**src/rtl/ptd_pkg.sv**
```systemverilog
package ptd_pkg;

    localparam int PRESCALE_W_DEF = 15;
    localparam int RATE_W_DEF     = 4;
    localparam int DIV_W_DEF      = 3;
    localparam int RUN_MAX_DEF    = 2;
    localparam int REMAP_ADD_DEF  = 7;

    typedef enum logic [1:0] {
        CHAIN_FROZEN = 2'd0,
        CHAIN_RUN    = 2'd1,
        CHAIN_HELD   = 2'd2
    } chain_state_e;

endpackage

```
**src/rtl/ptd_rate_decode.sv**
```systemverilog
module ptd_rate_decode
    import ptd_pkg::*;
#(
    parameter int RATE_W     = RATE_W_DEF,
    parameter int PRESCALE_W = PRESCALE_W_DEF,
    parameter bit REMAP_LOW  = 1'b1,
    parameter int REMAP_ADD  = REMAP_ADD_DEF
) (
    input  logic [RATE_W-1:0]     rate_code,
    output logic                  tick_en,
    output logic [PRESCALE_W-1:0] grid_mask
);
    localparam int SHIFT_W = $clog2(PRESCALE_W + 1);

    logic [SHIFT_W-1:0] shift;

    generate
        if (REMAP_LOW) begin : g_remap
            always_comb begin
                int eff;
                eff = int'(rate_code);
                if (eff == 1 || eff == 2) begin
                    eff = eff + REMAP_ADD;
                end
                shift = (eff == 0) ? '0 : SHIFT_W'(eff - 1);
            end
        end else begin : g_plain
            always_comb begin
                int eff;
                eff   = int'(rate_code);
                shift = (eff == 0) ? '0 : SHIFT_W'(eff - 1);
            end
        end
    endgenerate

    always_comb begin
        tick_en   = (rate_code != '0);
        grid_mask = ~({PRESCALE_W{1'b1}} << shift);
    end

    // a period mask is always a contiguous run of low ones
    always_comb begin
        if (tick_en == 1'b1) begin
            p_mask_contig_r3: assert ($onehot({1'b0, grid_mask} + 1'b1))
                else $error("grid mask not a power-of-two minus one");
        end
    end

endmodule

```
**src/rtl/ptd_chain_ctrl.sv**
```systemverilog
module ptd_chain_ctrl
    import ptd_pkg::*;
#(
    parameter int DIV_W   = DIV_W_DEF,
    parameter int RUN_MAX = RUN_MAX_DEF
) (
    input  logic [DIV_W-1:0] div_ctrl,
    input  logic             set_mode,
    output chain_state_e     chain_state,
    output logic             run,
    output logic             held
);
    logic hold_pat;
    logic run_pat;

    always_comb begin
        hold_pat = &div_ctrl[DIV_W-1:DIV_W-2];
        run_pat  = (int'(div_ctrl) <= RUN_MAX) && !set_mode;
        if (hold_pat) begin
            chain_state = CHAIN_HELD;
        end else if (run_pat) begin
            chain_state = CHAIN_RUN;
        end else begin
            chain_state = CHAIN_FROZEN;
        end
        run  = (chain_state == CHAIN_RUN);
        held = (chain_state == CHAIN_HELD);
    end

endmodule

```
**src/rtl/ptd_prescaler.sv**
```systemverilog
module ptd_prescaler
    import ptd_pkg::*;
#(
    parameter int PRESCALE_W = PRESCALE_W_DEF
) (
    input  logic                  clk,
    input  logic                  rst,
    input  logic                  base_tick,
    input  logic                  run,
    input  logic                  held,
    input  logic                  tick_en,
    input  logic [PRESCALE_W-1:0] grid_mask,
    output logic [PRESCALE_W-1:0] count,
    output logic                  tick_next
);
    typedef struct packed {
        logic [PRESCALE_W-1:0] count;
    } pre_state_t;

    pre_state_t state_d, state_q;
    logic [PRESCALE_W-1:0] step;

    always_comb begin
        state_d   = state_q;
        step      = state_q.count + 1'b1;
        tick_next = 1'b0;
        if (held) begin
            state_d.count = '0;
        end else if (run && base_tick) begin
            state_d.count = step;
            tick_next     = tick_en && ((step & grid_mask) == '0);
        end
    end

    always_ff @(posedge clk) begin
        if (rst) begin
            state_q <= '0;
        end else begin
            state_q <= state_d;
        end
    end

    assign count = state_q.count;

    // a held chain leaves the prescaler at zero
    p_held_clear_r7: assert property (@(posedge clk) disable iff (rst)
        held |=> (count == '0))
        else $error("prescaler not cleared while held");

    // a frozen chain keeps its count
    p_frozen_keep_r6: assert property (@(posedge clk) disable iff (rst)
        (!run && !held) |=> $stable(count))
        else $error("prescaler moved while frozen");

endmodule

```
**src/rtl/periodic_tick_divider.sv**
```systemverilog
module periodic_tick_divider
    import ptd_pkg::*;
#(
    parameter int PRESCALE_W = PRESCALE_W_DEF,
    parameter int RATE_W     = RATE_W_DEF,
    parameter int DIV_W      = DIV_W_DEF
) (
    input  logic                  clk,
    input  logic                  rst,
    input  logic                  base_tick,
    input  logic [RATE_W-1:0]     rate_code,
    input  logic [DIV_W-1:0]      div_ctrl,
    input  logic                  set_mode,
    input  logic                  pie,
    output logic                  pf_set,
    output logic                  irqf_set,
    output logic                  chain_running,
    output logic                  chain_held,
    output logic [PRESCALE_W-1:0] prescale_count
);
    typedef struct packed {
        logic pf;
        logic irqf;
    } flag_state_t;

    flag_state_t flag_d, flag_q;

    logic                  tick_en;
    logic [PRESCALE_W-1:0] grid_mask;
    logic                  run;
    logic                  held;
    logic                  tick_next;
    chain_state_e          chain_state;

    ptd_rate_decode #(
        .RATE_W     (RATE_W),
        .PRESCALE_W (PRESCALE_W),
        .REMAP_LOW  (1'b1),
        .REMAP_ADD  (REMAP_ADD_DEF)
    ) u_rate (
        .rate_code (rate_code),
        .tick_en   (tick_en),
        .grid_mask (grid_mask)
    );

    ptd_chain_ctrl #(
        .DIV_W   (DIV_W),
        .RUN_MAX (RUN_MAX_DEF)
    ) u_chain (
        .div_ctrl    (div_ctrl),
        .set_mode    (set_mode),
        .chain_state (chain_state),
        .run         (run),
        .held        (held)
    );

    ptd_prescaler #(
        .PRESCALE_W (PRESCALE_W)
    ) u_pre (
        .clk       (clk),
        .rst       (rst),
        .base_tick (base_tick),
        .run       (run),
        .held      (held),
        .tick_en   (tick_en),
        .grid_mask (grid_mask),
        .count     (prescale_count),
        .tick_next (tick_next)
    );

    always_comb begin
        flag_d      = '0;
        flag_d.pf   = tick_next;
        flag_d.irqf = tick_next && pie;
    end

    always_ff @(posedge clk) begin
        if (rst) begin
            flag_q <= '0;
        end else begin
            flag_q <= flag_d;
        end
    end

    assign pf_set        = flag_q.pf;
    assign irqf_set      = flag_q.irqf;
    assign chain_running = run;
    assign chain_held    = held;

    // code zero yields no tick on the following cycle
    p_code0_quiet_r2: assert property (@(posedge clk) disable iff (rst)
        (rate_code == '0) |=> !pf_set)
        else $error("tick with rate code zero");

    // every tick lands on the period grid selected at its edge
    p_on_grid_r5: assert property (@(posedge clk) disable iff (rst)
        pf_set |-> ((prescale_count & $past(grid_mask)) == '0))
        else $error("tick off the period grid");

    // flag pulse lasts one cycle
    p_pf_single_r8: assert property (@(posedge clk) disable iff (rst)
        pf_set |=> !pf_set)
        else $error("periodic flag pulse longer than one cycle");

    // summary pulse only together with the periodic pulse
    p_irq_with_pf_r8: assert property (@(posedge clk) disable iff (rst)
        irqf_set |-> pf_set)
        else $error("summary pulse without periodic pulse");

    // running and held are exclusive
    p_status_excl_r9: assert property (@(posedge clk) disable iff (rst)
        !(chain_running && chain_held))
        else $error("chain both running and held");

endmodule

```
**config.mk**
```make
export PLATFORM = sky130hd
export DESIGN_NAME = periodic_tick_divider
export DESIGN_NICKNAME = d
export VERILOG_FILES = /design/src/rtl/ptd_pkg.sv /design/src/rtl/ptd_rate_decode.sv /design/src/rtl/ptd_chain_ctrl.sv /design/src/rtl/ptd_prescaler.sv /design/src/rtl/periodic_tick_divider.sv
export SDC_FILE = /design/constraint.sdc
export NUM_CORES = 1
export LEC_CHECK = 0
export BUFFER_PORTS_ARGS = -buffer_cell sky130_fd_sc_hd__buf_2
export CAP_MARGIN = 20
export CORE_UTILIZATION = 45
export CTS_CLUSTER_DIAMETER = 100
export DETAILED_ROUTE_END_ITERATION = 10
export GPL_ROUTABILITY_DRIVEN = 0
export PLACE_DENSITY = 0.68
export SKIP_LAST_GASP = 1
export SYNTH_ARGS = -nofsm -noshare
export SYNTH_HDL_FRONTEND = slang
export SYNTH_HIERARCHICAL = 1
export SYNTH_SLANG_ARGS = --single-unit
export TNS_END_PERCENT = 1
```
**constraint.sdc**
```tcl
create_clock -name clk -period 6.11 [get_ports clk]
set_clock_uncertainty 0.1 [all_clocks]
set_input_delay 1.222 -clock clk [delete_from_list [all_inputs] [get_ports clk]]
set_output_delay 1.222 -clock clk [all_outputs]
set_load 0.01 [all_outputs]
```
==> impl_metrics.yaml <==
floorplanning:
  die_h_um: 58.7
  core-area_um2: 3050
  pin_count: 31
  die-area_um2: 3450
  start_util: 0.474
  die-width_um: 58.7
  row_count: 20
timing:
  period_needed_ns: 4.15
  finalSetupTns_ns: 0
  hold_ws_ns: 0.412
  tightest_slew_ns: 0.464
  slew_headroom: 0.688
  setup_violations: 0
  rsz0062_at_grt: "no"
  finalHoldViolCount: 0
  fin_crit_sh: 0.679
  timing.fmax_mhz: 241
  drv_slew: 0
routing:
  drc_errors: 0
  firstDrtPassIters: 4
  vias: 1402
  drt-total-wl_um: 3070
  ant_nets: 0
  post_drt_wl_per_cell_um: 11.7
  routed_via_density: 5.37
  drt_iter0_drc: 55
global_routing:
  grt_max_degree: 16
  overflow: 0
  antenna_found_initial: 0
  grt_use_met3: 0.0418
  grt_first_pass_wirelength_um: 5240
  grt_usage: 0.195
  top_usage_layer: "met2"
  met2_usage: 0.297
  gr-usage-met1: 0.287
  grt_pass1_vias: 1177
critical_path:
  startpoint_type: "input pin"
  critPathRequiredTime_ns: 6.24
  critical_path.max_fanout: 9
  cp.arrival_ns: 4.28
  crit_path_end_kind: "flop"
  crit_type: "in -> reg"
final_layout:
  fillers: 311
  ff_latch_area_um2: 340
  layout-drive-gt1-share: 0.230
  fin_cells: 261
  num_antenna_cells: 0
  multi_input_comb_area_um2: 1030
  area_growth_pct: 13.5
  finalNetCount: 236
placed_design:
  dp.cells: 257
  numPortBuffers: 30
  dp_hpwl_um: 2410
clock_network:
  cts_resized: 0
  cts.htree.levels: 1
  ctsHoldBuffers: 0
  cts_tree: "done"
  clk_pin_slew_ns: 0.09
  root_buffer: "clkbuf_4"
  clk_latency_ns: 0.28
  numCtsBuffers: 3
  cts.path.max_buffers: 2
  cts_setup_buffers: 0
  cts_sinks: 17
synthesis:
  ys_warn_count: 6
  syn-instance-count: 190
  syn_avg_cell_area_um2: 7.62
  synthesis.area_um2: 1450
  synth_nets: 208
power:
  ir_drop_uv: 65.7
  p_total_uw: 218
  power.density_nw_per_um2: 133
  power_leakage_uw: 0.000675
worst_hold_path:
  hold_class: "reg -> reg"
status:
  outcome: "finished clean"
job:
  drv_cap: 0
report_power, final:
group / internal, uW / switching [uW] / total, uW
combinational: 17.9 / 30.0 / 47.9
sequential: 111 / 0.475 / 111
clock: 25.4 / 33.2 / 58.5
total: 154 / 63.6 / 218
routing by layer:
layer / wire (um) / up-vias / share of wire
met5: 0 / - / 0
met3: 123 / 2 / 0.040
met2: 1380 / 35 / 0.45
met1: 1550 / 634 / 0.51
met4: 12 / 0 / 0.0039
li1: - / 731 / -
sequential cells by signal, indices dropped and copies added, names as in the netlist:
signal,count
irqf_set,1
pf_set,1
u_pre/count,15
layout make-up:
cell class	count	area share
Clock buffer	4	0.0160
Multi-Input combinational cell	155	0.627
Inverter	11	0.0251
Timing Repair Buffer	30	0.0914
Tap cell	44	0.0335
Sequential cell	17	0.207
through the flow:
step / worst slack [ns] / util / cell area (um2)
floorplan: 2.03 / - / 1450
global placement: 1.78 / 0.530 / 1620
detailed placement: 1.69 / 0.530 / 1620
CTS: 1.99 / 0.538 / 1640
global route: 1.75 / 0.538 / 1640
finish: 1.96 / 0.538 / 1640
worst max-delay path, stage by stage:
cell	delay [ns]
buf_2	0.13
inv_1	0.09
ha_1	0.21
or2_1	0.26
a21oi_1	0.13
a31oi_1	0.06
ha_1	0.31
or4_4	0.56
o21ai_2	0.10
nand2_1	0.06
nor2b_1	0.14
a21oi_1	0.13
nand4b_1	0.12
a2111o_1	0.32
nor4_2	0.25
and3b_1	0.18
cells in the final DEF, fill, tap and decap left out, types with 2 or more instances in the layout:
| cell type | instances |
|---|---|
| buf_2 | 30 |
| nand2_1 | 19 |
| a21oi_1 | 19 |
| nor2_1 | 19 |
| dfxtp_1 | 17 |
| inv_1 | 11 |
| xnor2_1 | 10 |
| xor2_1 | 10 |
| o21ai_0 | 10 |
| nand3_1 | 7 |
| ha_1 | 6 |
| or3_1 | 5 |
| nand4_1 | 4 |
| clkbuf_4 | 3 |
| nor2b_1 | 2 |
| nand3_4 | 2 |
| nor3_1 | 2 |
| nor4_1 | 2 |
| a22o_1 | 2 |
| a221o_1 | 2 |
| nor2_2 | 2 |
| nand4b_1 | 2 |
| a22oi_1 | 2 |
| o21a_1 | 2 |
| o21bai_1 | 2 |
worst paths after layout:
kind | start | end | slack (ns) | depth (start not counted)
hold / removal | u_pre/count[1] | u_pre/count[1] | 0.41 | 2
hold reg to reg | u_pre/count[1] | u_pre/count[1] | 0.41 | 2
setup reg to reg | u_pre/count[6] | irqf_set | 3.84 | 7
setup / recovery | rate_code[1] | irqf_set | 1.96 | 16
(Power assumes the default switching activity.)
